==> config.mk <==
export PLATFORM = sky130hd
export DESIGN_NAME = clkref_gen
export DESIGN_NICKNAME = d
export VERILOG_FILES = /design/src/rtl/clkref_pkg.sv /design/src/rtl/clkref_cfg.sv /design/src/rtl/clkref_live.sv /design/src/rtl/clkref_gen.sv
export SDC_FILE = /design/constraint.sdc
export NUM_CORES = 1
export LEC_CHECK = 0
export BUFFER_PORTS_ARGS = -buffer_cell sky130_fd_sc_hd__buf_2
export CORE_ASPECT_RATIO = 0.7
export CORE_UTILIZATION = 40
export CTS_BUF_LIST = sky130_fd_sc_hd__clkbuf_8 sky130_fd_sc_hd__clkbuf_16
export CTS_CLUSTER_DIAMETER = 80
export CTS_CLUSTER_SIZE = 30
export DETAILED_ROUTE_END_ITERATION = 10
export SKIP_CTS_REPAIR_TIMING = 1
export SYNTH_ARGS = -nofsm -noshare
export SYNTH_HDL_FRONTEND = slang
export SYNTH_SLANG_ARGS = --single-unit
==> constraint.sdc <==
create_clock -name clk -period 8.27 [get_ports clk]
set_input_delay 0.4135 -clock clk [delete_from_list [all_inputs] [get_ports clk]]
set_output_delay 0.4135 -clock clk [all_outputs]
set_load 0.05 [all_outputs]
==> src/rtl/clkref_pkg.sv <==
package clkref_pkg;
    localparam int CNT_W_DEF   = 32;
    localparam int FRM_W_DEF   = 11;
    localparam int MHZ_W_DEF   = 8;
    localparam int STEP_MUL    = 125;
    localparam int MHZ_RST_DEF = 30;
endpackage

==> src/rtl/clkref_cfg.sv <==
module clkref_cfg
    import clkref_pkg::*;
#(
    parameter int CNT_W   = CNT_W_DEF,
    parameter int FRM_W   = FRM_W_DEF,
    parameter int MHZ_W   = MHZ_W_DEF,
    parameter int MHZ_RST = MHZ_RST_DEF
) (
    input  logic             clk,
    input  logic             rst_n,
    input  logic             mhz_we,
    input  logic [MHZ_W-1:0] mhz_wdata,
    input  logic             cnt_start_we,
    input  logic [CNT_W-1:0] cnt_start_wdata,
    input  logic             frm_start_we,
    input  logic [FRM_W-1:0] frm_start_wdata,
    output logic [CNT_W-1:0] step,
    output logic [CNT_W-1:0] cnt_base,
    output logic [CNT_W-1:0] cnt_req,
    output logic [FRM_W-1:0] frm_base
);
    localparam logic [CNT_W-1:0] MUL_C    = CNT_W'(STEP_MUL);
    localparam logic [CNT_W-1:0] STEP_RST = MUL_C * CNT_W'(MHZ_RST);

    typedef struct packed {
        logic [MHZ_W-1:0] mhz;
        logic [CNT_W-1:0] req;
        logic [CNT_W-1:0] step;
        logic [CNT_W-1:0] base;
        logic [FRM_W-1:0] fbase;
    } cfg_t;

    cfg_t cfg_d, cfg_q;

    always_comb begin
        cfg_d = cfg_q;
        if (mhz_we)       cfg_d.mhz   = mhz_wdata;
        if (cnt_start_we) cfg_d.req   = cnt_start_wdata;
        if (frm_start_we) cfg_d.fbase = frm_start_wdata - FRM_W'(1);
        cfg_d.step = MUL_C * CNT_W'(cfg_d.mhz);
        cfg_d.base = cfg_d.req - cfg_d.step;
    end

    always_ff @(posedge clk or negedge rst_n) begin
        if (!rst_n) begin
            cfg_q.mhz   <= MHZ_W'(MHZ_RST);
            cfg_q.req   <= '0;
            cfg_q.step  <= STEP_RST;
            cfg_q.base  <= '0 - STEP_RST;
            cfg_q.fbase <= '1;
        end else begin
            cfg_q <= cfg_d;
        end
    end

    assign step     = cfg_q.step;
    assign cnt_base = cfg_q.base;
    assign cnt_req  = cfg_q.req;
    assign frm_base = cfg_q.fbase;

    assert_step_R1: assert property (@(posedge clk) disable iff (!rst_n)
        mhz_we |=> step == MUL_C * CNT_W'($past(mhz_wdata)));

    assert_base_R2: assert property (@(posedge clk) disable iff (!rst_n)
        cnt_base + step == cnt_req);

    assert_rebase_R3: assert property (@(posedge clk) disable iff (!rst_n)
        (mhz_we && !cnt_start_we) |=> cnt_req == $past(cnt_req));

    assert_fbase_R4: assert property (@(posedge clk) disable iff (!rst_n)
        frm_start_we |=> FRM_W'(frm_base + FRM_W'(1)) == $past(frm_start_wdata));
endmodule

==> src/rtl/clkref_live.sv <==
module clkref_live
    import clkref_pkg::*;
#(
    parameter int CNT_W = CNT_W_DEF,
    parameter int FRM_W = FRM_W_DEF
) (
    input  logic             clk,
    input  logic             rst_n,
    input  logic             reload,
    input  logic             advance,
    input  logic [CNT_W-1:0] step,
    input  logic [CNT_W-1:0] cnt_base,
    input  logic [FRM_W-1:0] frm_base,
    output logic [CNT_W-1:0] count,
    output logic [FRM_W-1:0] frame,
    output logic [CNT_W-1:0] last_count,
    output logic [FRM_W-1:0] last_frame
);
    typedef struct packed {
        logic [CNT_W-1:0] cnt;
        logic [FRM_W-1:0] frm;
        logic [CNT_W-1:0] lcnt;
        logic [FRM_W-1:0] lfrm;
    } live_t;

    live_t live_d, live_q;
    logic  take_adv;

    assign take_adv = advance && !reload;

    always_comb begin
        live_d = live_q;
        if (reload) begin
            live_d.cnt = cnt_base;
            live_d.frm = frm_base;
        end else if (take_adv) begin
            live_d.cnt  = live_q.cnt + step;
            live_d.frm  = live_q.frm + FRM_W'(1);
            live_d.lcnt = live_d.cnt;
            live_d.lfrm = live_d.frm;
        end
    end

    always_ff @(posedge clk or negedge rst_n) begin
        if (!rst_n) live_q <= '0;
        else        live_q <= live_d;
    end

    assign count      = live_q.cnt;
    assign frame      = live_q.frm;
    assign last_count = live_q.lcnt;
    assign last_frame = live_q.lfrm;

    assert_cnt_step_R5: assert property (@(posedge clk) disable iff (!rst_n)
        (advance && !reload) |=> count == $past(count) + $past(step));

    assert_frm_inc_R6: assert property (@(posedge clk) disable iff (!rst_n)
        (advance && !reload) |=> frame == FRM_W'($past(frame) + FRM_W'(1)));

    assert_reload_R7: assert property (@(posedge clk) disable iff (!rst_n)
        reload |=> (count == $past(cnt_base)) && (frame == $past(frm_base)));

    assert_last_cap_R8: assert property (@(posedge clk) disable iff (!rst_n)
        (advance && !reload) |=> (last_count == count) && (last_frame == frame));

    assert_last_hold_R8: assert property (@(posedge clk) disable iff (!rst_n)
        !(advance && !reload) |=> $stable(last_count) && $stable(last_frame));
endmodule

==> src/rtl/clkref_gen.sv <==
module clkref_gen
    import clkref_pkg::*;
#(
    parameter int CNT_W   = CNT_W_DEF,
    parameter int FRM_W   = FRM_W_DEF,
    parameter int MHZ_W   = MHZ_W_DEF,
    parameter int MHZ_RST = MHZ_RST_DEF
) (
    input  logic             clk,
    input  logic             rst_n,
    input  logic             mhz_we,
    input  logic [MHZ_W-1:0] mhz_wdata,
    input  logic             cnt_start_we,
    input  logic [CNT_W-1:0] cnt_start_wdata,
    input  logic             frm_start_we,
    input  logic [FRM_W-1:0] frm_start_wdata,
    input  logic             xfer_start,
    input  logic             advance,
    output logic [CNT_W-1:0] step_o,
    output logic [CNT_W-1:0] cnt_base_o,
    output logic [CNT_W-1:0] cnt_start_rd,
    output logic [FRM_W-1:0] frm_start_rd,
    output logic [CNT_W-1:0] count_o,
    output logic [FRM_W-1:0] frame_o,
    output logic [CNT_W-1:0] last_count_o,
    output logic [FRM_W-1:0] last_frame_o
);
    logic [FRM_W-1:0] frm_base;

    clkref_cfg #(
        .CNT_W(CNT_W), .FRM_W(FRM_W), .MHZ_W(MHZ_W), .MHZ_RST(MHZ_RST)
    ) u_cfg (
        .clk             (clk),
        .rst_n           (rst_n),
        .mhz_we          (mhz_we),
        .mhz_wdata       (mhz_wdata),
        .cnt_start_we    (cnt_start_we),
        .cnt_start_wdata (cnt_start_wdata),
        .frm_start_we    (frm_start_we),
        .frm_start_wdata (frm_start_wdata),
        .step            (step_o),
        .cnt_base        (cnt_base_o),
        .cnt_req         (cnt_start_rd),
        .frm_base        (frm_base)
    );

    clkref_live #(
        .CNT_W(CNT_W), .FRM_W(FRM_W)
    ) u_live (
        .clk        (clk),
        .rst_n      (rst_n),
        .reload     (xfer_start),
        .advance    (advance),
        .step       (step_o),
        .cnt_base   (cnt_base_o),
        .frm_base   (frm_base),
        .count      (count_o),
        .frame      (frame_o),
        .last_count (last_count_o),
        .last_frame (last_frame_o)
    );

    assign frm_start_rd = frm_base + FRM_W'(1);
endmodule

# Yosys cells after proc, flatten, opt, wreduce, memory -nomap -nowiden

Cells that the tools add are included.

Multiply operators: 1
Mux-type cells: 4
$add $sub $neg: 5
Reductions and logical operators: 4
Bitwise logic cells: 1

Operator list:

| cell                                                                  | count |
|---|---|
| 86-bit two-way mux                                                    | 1 |
| 43-bit two-way mux                                                    | 1 |
| 32-bit by 15-bit adder with 32-bit output                             | 1 |
| 32-bit two-way mux                                                    | 1 |
| 32-bit by 15-bit subtractor with 32-bit output                        | 1 |
| 11-bit by 1-bit adder with 11-bit output (second input constant)      | 2 |
| 7-bit by 8-bit multiplier with 15-bit output (first input constant)   | 1 |
| 11-bit by 1-bit subtractor with 11-bit output (second input constant) | 1 |
| 8-bit two-way mux                                                     | 1 |
| 2-bit AND reduction                                                   | 1 |
| 2-bit nonzero test                                                    | 1 |
| 1-bit logical AND                                                     | 1 |
| 1-bit logical NOT                                                     | 1 |
| 1-bit inverter                                                        | 1 |

Output and inout bits: 193
Input bits: 58
Register bits after elaboration: 184
Word-level logic and storage cells: 24

# Longest topological paths before layout

Gate-level depths: netlist of run 1.

Word-level depth: 4
Depth in mapped cells: 26
Gate-level depth less buffers: 25

# Cells and area by module

A second synthesis of run 1 with hierarchy kept.

Cells, all modules: 1270
Area, all modules: 12338.1 um^2

Modules (own cells, without submodules):

| module      | seq. area each (um^2) | cells an instance | area an instance (um^2) | times used |
|---|---|---|---|---|
| clkref_cfg  | 2459.9                | 670               | 6960.4                  | 1 |
| clkref_live | 2152.1                | 578               | 5213.8                  | 1 |
| clkref_gen  | 0.0                   | 22                | 163.9                   | 1 |

# Least setup slack after synthesis of run 1

OpenSTA, ideal clock, no wires.

Path kind: input-to-reg
Start point: in mhz_we
End point: reg u_cfg.cfg_q (netlist bit u_cfg.cnt_base[31])
Data required time: 8.195 ns
Arrival: 6.282 ns
Library setup time: 0.075 ns
Stages: 23
Slack: 1.913 ns
Path buffers: 1
Cell sequence: clkbuf_1 > mux2i_1 > inv_1 > fa_1 > inv_1 > fa_1 > fa_1 > inv_1 > fa_1 > ha_1 > o211ai_1 > o21ai_2 > xor2_1 > inv_1 > ha_1 > a21oi_1 > nand2_1 > a21o_1 > a41o_1 > maj3_2 > a211oi_4 > nand3_1 > xnor2_1

RTL lines:

| item                 | line             | RTL |
|---|---|---|
| start, declared      | clkref_gen.sv:11 | `input logic mhz_we,` |
| end signal, assigned | clkref_cfg.sv:52 | `cfg_q <= cfg_d;` |
| end, declared        | clkref_cfg.sv:33 | `cfg_t cfg_d, cfg_q;` |

==> results of run 1 <==
## cells by family (layout without fill, tap and decap cells)
| family | after synthesis | count (layout) | share of synthesized area (%) |
|---|---|---|---|
| AND/OR/NAND/NOR | 287 | 287 | 11.1 |
| adder cells (fa/ha/maj) | 95 | 95 | 11.8 |
| XOR/XNOR | 119 | 119 | 9.09 |
| other | 1 | 17 | 0.0327 |
| multiplexers | 55 | 55 | 5.13 |
| buffers and inverters | 206 | 345 | 9.94 |
| AO/OA/AOI/OAI | 217 | 217 | 12.6 |
| flip-flops | 182 | 182 | 40.2 |
## worst min path at each step
| stage | startpoint | end | slack (ns) |
|---|---|---|---|
| 3_5_place_dp | u_live.last_count[6]$_DFFE_PN0P_ | u_live.last_count[6]$_DFFE_PN0P_ | 0.46 |
| 2_1_floorplan | rst_n | u_cfg.cfg_q[107]$_DFF_PN0_ | 0.12 |
| 5_1_grt | frm_start_wdata[0] | u_cfg.frm_base[0]$_DFFE_PN1P_ | 0.16 |
| 3_3_place_gp | u_live.last_frame[8]$_DFFE_PN0P_ | u_live.last_frame[8]$_DFFE_PN0P_ | 0.46 |
| 6_report | rst_n | u_cfg.cnt_req[0]$_DFF_PN0_ | 0.09 |
| 4_1_cts | frm_start_wdata[0] | u_cfg.frm_base[0]$_DFFE_PN1P_ | 0.14 |
## metal layers
layer	track usage, %	share of wire [%]	vias to the layer above	wire [um]
li1	-	-	4115	-
met1	33.0	53	4092	15800
met2	28.3	40	246	11900
met3	4.38	5.4	19	1600
met4	4.16	0.92	0	273
met5	0	0	-	0
## layout make-up
cell class,count,share of cell area (%)
clock buffers,17,3.30
inverters,74,2.15
repair buffers,239,9.45
multi-input cells,790,44.7
clock inverters,15,1.03
flip-flops and latches,182,35.7
well taps,371,3.60
## cells in the mapped netlist (3+ instances only)
| cell type | count |
|---|---|
| mux2i_1 | 25 |
| nand3_1 | 25 |
| a22o_1 | 4 |
| a21o_1 | 17 |
| nor2b_1 | 8 |
| buf_1 | 3 |
| inv_1 | 73 |
| buf_2 | 5 |
| o21ai_0 | 81 |
| and4_1 | 3 |
| o211ai_1 | 4 |
| a21oi_1 | 41 |
| xnor2_1 | 78 |
| nor3_1 | 9 |
| fa_1 | 23 |
| dfstp_2 | 46 |
| nor2_1 | 53 |
| mux2_2 | 30 |
| or3_1 | 3 |
| a22oi_1 | 3 |
| buf_4 | 96 |
| dfrtp_1 | 136 |
| clkbuf_1 | 28 |
| a211oi_1 | 12 |
| nand4_1 | 12 |
| a211oi_2 | 3 |
| nor4_1 | 4 |
| a31oi_1 | 3 |
| ha_1 | 70 |
| o31ai_1 | 7 |
| nand2b_1 | 6 |
| o21a_1 | 12 |
| xor2_1 | 41 |
| nand2_1 | 145 |
| and3_1 | 8 |
## state kept, by name, indices dropped and copies added (netlist names)
register and flops:
u_live.count 32, u_cfg.frm_base 11, u_cfg.step 13, u_live.last_frame 11, u_live.frame 11, u_cfg.cnt_base 32, u_cfg.cnt_req 32, u_cfg.cfg_q 8
u_live.last_count 32
## stage by stage
step	hold WS [ns]	utilization, %	setup slack (ns)	instances	instance area [um^2]
floorplan	0.118	-	1.91	1178	11500
global placement	0.457	44.1	1.57	1656	12300
detailed placement	0.462	44.1	1.32	1656	12300
CTS	0.136	46.1	1.70	1688	12900
global route	0.157	46.1	1.18	1688	12900
finish	0.0939	46.1	1.69	1688	12900
==> metrics.txt, run 1 <==
Critical path destination u_cfg.cnt_base[31]$_DFF_PN1_; # DRC 0; Worst Hold Class in -> async; vias in the first global route 8,118; CP dominant cell by count inv_1; Tmin final 6.58 ns; GRT Util Overall 20.8%; Unique masters post-synth 71; Root Driver clkbuf_16; R2R depth 24; status completed; mean area per synthesized cell 9.87 um^2; routed vias/inst 5.02; IO buf count 233; Worst-path clk slew 0.08 ns; Reg2Reg Launch Point u_cfg.cfg_q[108]$_DFF_PN1_; FF-to-FF End u_cfg.cnt_base[31]$_DFF_PN1_; RSZ-0062 raised after global routing no; sequential area share after synthesis 40.2%; fmax 0.152 GHz; I/O Pins 251; endpoints failing hold 0; WL per Instance 17.5 um; Post-Route WL 29,500 um; Post-synth ARST share 100%; CP Max Fanout 7; r2r setup slk 1.69 ns; layout cells sized above 1 27.9%; cts bufs inserted 17; die area 29,400 um^2; Worst Path Buf+Inv 5; CP Cell Sequence inv_1 -> o21a_1 -> inv_1 -> fa_1 -> xor2_1 -> ha_1 -> inv_1 -> fa_1 -> fa_1 -> inv_1 -> ha_1 -> o211ai_1 -> o21ai_2 -> xor2_1 -> inv_1 -> ha_1 -> a21oi_1 -> nand2_1 -> a21o_1 -> a41o_1 -> maj3_2 -> a211oi_4 -> nand3_1 -> xnor2_1; arrival time at the worst endpoint 6.95 ns; CTS tree built; setup TNS 0 ns; Synth Flop Type dfrtp_1; Worst Path Class, Setup reg -> reg; max_slew headroom 31.4%; CP max stage cell dfstp_2; total number of vias 8,472; Final setup violation count 0; most frequent cells in the layout buf_2 (232), nand2_1 (145), dfrtp_1 (136), o21ai_0 (81), xnor2_1 (78); Nets 1,455; # clock sinks 182; period utilisation layout 79.6%; YS warnings 0; area of the multi-input gates 5770 um^2; Max-Cap Viols 0; Critical Path RT 8.64 ns; core area 28,000 um^2; top-area cell type share of the netlist area 29.7%; Iter 0 DRT Violations 505; Yosys top cell by area dfrtp_1; Synth Cell Area 11,500 um^2; Worst-Margin Slew 1.03 ns; total grt overflow 0; Detail Placement HPWL 22,700 um; Skew-Pair Late Insertion Delay 0.44 ns; Synth area leaders dfrtp_1 (30%), dfstp_2 (11%), ha_1 (7.6%); critical path endpoint category flop; Initial Util 40.9%; Final ANT Viol Nets 0; cells after synthesis 1,162; final RePlAce weighted congestion 0.899; Clock Skew 0.0152 ns; most common cell after layout, fill and taps aside buf_2; largest net degree at the start of global routing 122; family with the most delay on the worst path adder cells; Post-synth EDFFs 0; first-pass GRT wire length 46,600 um; htree depth 4; area grow syn2layout 12.6%; CTS max path bufs 2; row cnt 51; fill count 2,726; register area 4610 um^2; Yosys reg bits 182; DRT Pass-1 Iters 5; antenna violations before repair 0; CP Depth 24; Final Slew Violations 0; die height 144 um; Antenna Cells 0; kind of start point of the critical path flop; chip width 204 um; CP peak stage delay 0.56 ns; worst setup path start u_cfg.cfg_q[108]$_DFF_PN1_
Power of run 1 is not shown: default switching activity piles up to over one toggle a cycle in this logic, so the estimate is an artifact.
==> run 2, diff against run 1 <==
==> constraint.sdc (replaced) <==
create_clock -name clk -period 5.7 [get_ports clk]
set_input_delay 0.285 -clock clk [delete_from_list [all_inputs] [get_ports clk]]
set_output_delay 0.285 -clock clk [all_outputs]
set_load 0.05 [all_outputs]
==> run 2 against run 1 <==
The flow now finishes with violations (negative setup slack); clock-buffer cell count is the same; cell area grew 7.5%; sequential share of layout area fell by 2.5 points; routed wire length rose by 4.6%; critical path depth up 1; hold slack worse by 0.060 ns; flip-flop and latch count stayed put; die area stayed put; setup slack worse by 1.8 ns; global-route usage is 0.53 points higher; critical path type unchanged; highest routed layer unchanged.
==> metrics.txt, run 2 (synthesis gave the netlist of run 1 again) <==
status finished with violations; failing checks negative setup slack; Worst-path clk slew 0.08 ns; most common cell after layout, fill and taps aside buf_2; Worst Hold Class in -> reg; CP dominant cell by count inv_2; Critical Path RT 6.06 ns; I/O Pins 251; Final Slew Violations 0; chip width 204 um; # DRC 0; Cell Area, Placed 12,900 um^2; Iter 0 DRT Violations 394; area grow syn2layout 21.0%; Post-Route WL 30,900 um; period utilisation layout 102%; pre-CTS WS -0.364 ns; Final setup violation count 9; Setup WS post-layout -0.134 ns; Final ANT Viol Nets 0; die area 29,400 um^2; Reg2Reg Launch Point u_cfg.cfg_q[108]$_DFF_PN1_; Worst-Margin Slew 0.821 ns; arrival time at the worst endpoint 6.19 ns; kind of start point of the critical path flop; Clock Skew 0.0134 ns; routed vias/inst 4.99; endpoints failing hold 0; Worst Path Buf+Inv 6; Placed Cells 1,720; die height 144 um; met1 Usage GRT 34.3%; largest net degree at the start of global routing 90; RSZ-0062 raised after global routing yes; most frequent cells in the layout buf_2 (232), nand2_1 (141), dfrtp_1 (136), buf_4 (81), o21ai_0 (78); CP peak stage delay 0.57 ns; Antenna Cells 0; met2 global-route usage 28.9%; final RePlAce weighted congestion 0.880; fmax 0.171 GHz; Skew-Pair Late Insertion Delay 0.44 ns; DRT Pass-1 Iters 5; Max-Cap Viols 0; antenna violations before repair 0; family with the most delay on the worst path adder cells; max_slew headroom 45.3%; CP max stage cell fa_1; Initial Util 40.9%; worst setup path start u_cfg.cfg_q[108]$_DFF_PN1_; # clock sinks 182; layout cells sized above 1 35.4%; WL per Instance 17.5 um; GRT busiest layer met1; met3 Resource Use GR 4.24%; Detail Placement HPWL 23,700 um; Tmin final 5.83 ns; GRT Util Overall 21.3%; Worst Path Class, Setup reg -> reg; IO buf count 233; final cell count without fillers 1,768; total number of vias 8,817; Non-Filler Cell Area, Final 13,900 um^2; htree depth 4; critical path endpoint category flop; cts bufs inserted 17; Nets 1,535; CTS tree built; row cnt 51; vias in the first global route 8,355; first-pass GRT wire length 47,900 um; CTS max path bufs 2; Root Driver clkbuf_16; CP Max Fanout 6; min-delay src frm_start_wdata[0]; total grt overflow 0; core area 28,000 um^2
==> run 2: cell count changes in the layout (fill, tap and decap cells not counted), sizes merged <==
cell,change
buf,+79
clkinvlp,-2
bufinv,+1
clkinv,+1
dlygate4sd3,+1
==> run 2: metrics by stage <==
step	setup TNS [ns]	util, %	hold slack (ns)
after CTS	-3.61	48.1	-0.0643
after detailed placement	-4.41	46.0	0.417
final	-0.745	49.5	0.0341
after floorplan	0	-	-0.0106
after global routing	-3.90	49.5	0.0263
after global placement	-1.89	46.0	0.410
==> run 2: layer usage <==
layer,vias up,routed length [um],part of all wire [%]
met5,-,0,0
met4,0,204,0.66
met3,19,1740,5.6
met2,248,12600,41
met1,4258,16300,53
li1,4292,-,-
==> run 2: cell type report <==
type	count	area, um^2
fillers	2615	14100
flip-flops and latches	182	4610
inverters	74	278
well taps	371	464
clock buffers	17	425
multi-input cells	790	6100
repair buffers	319	1840
clock inverters	15	158
==> run 2: worst paths after layout <==
kind | endpoint | slack [ns] | cells past startpoint
setup / recovery | u_cfg.cnt_base[23]$_DFF_PN1_ | -0.13 | 25
hold / removal | u_cfg.frm_base[0]$_DFFE_PN1P_ | 0.03 | 2
setup reg to reg | u_cfg.cnt_base[23]$_DFF_PN1_ | -0.13 | 25
hold reg to reg | u_live.last_count[6]$_DFFE_PN0P_ | 0.47 | 2
max in group asynchronous | u_cfg.cnt_req[24]$_DFF_PN0_ | 4.01 | 3
min in group asynchronous | u_cfg.cnt_req[2]$_DFF_PN0_ | 0.48 | 2
Power of run 2 is left out for the same reason.
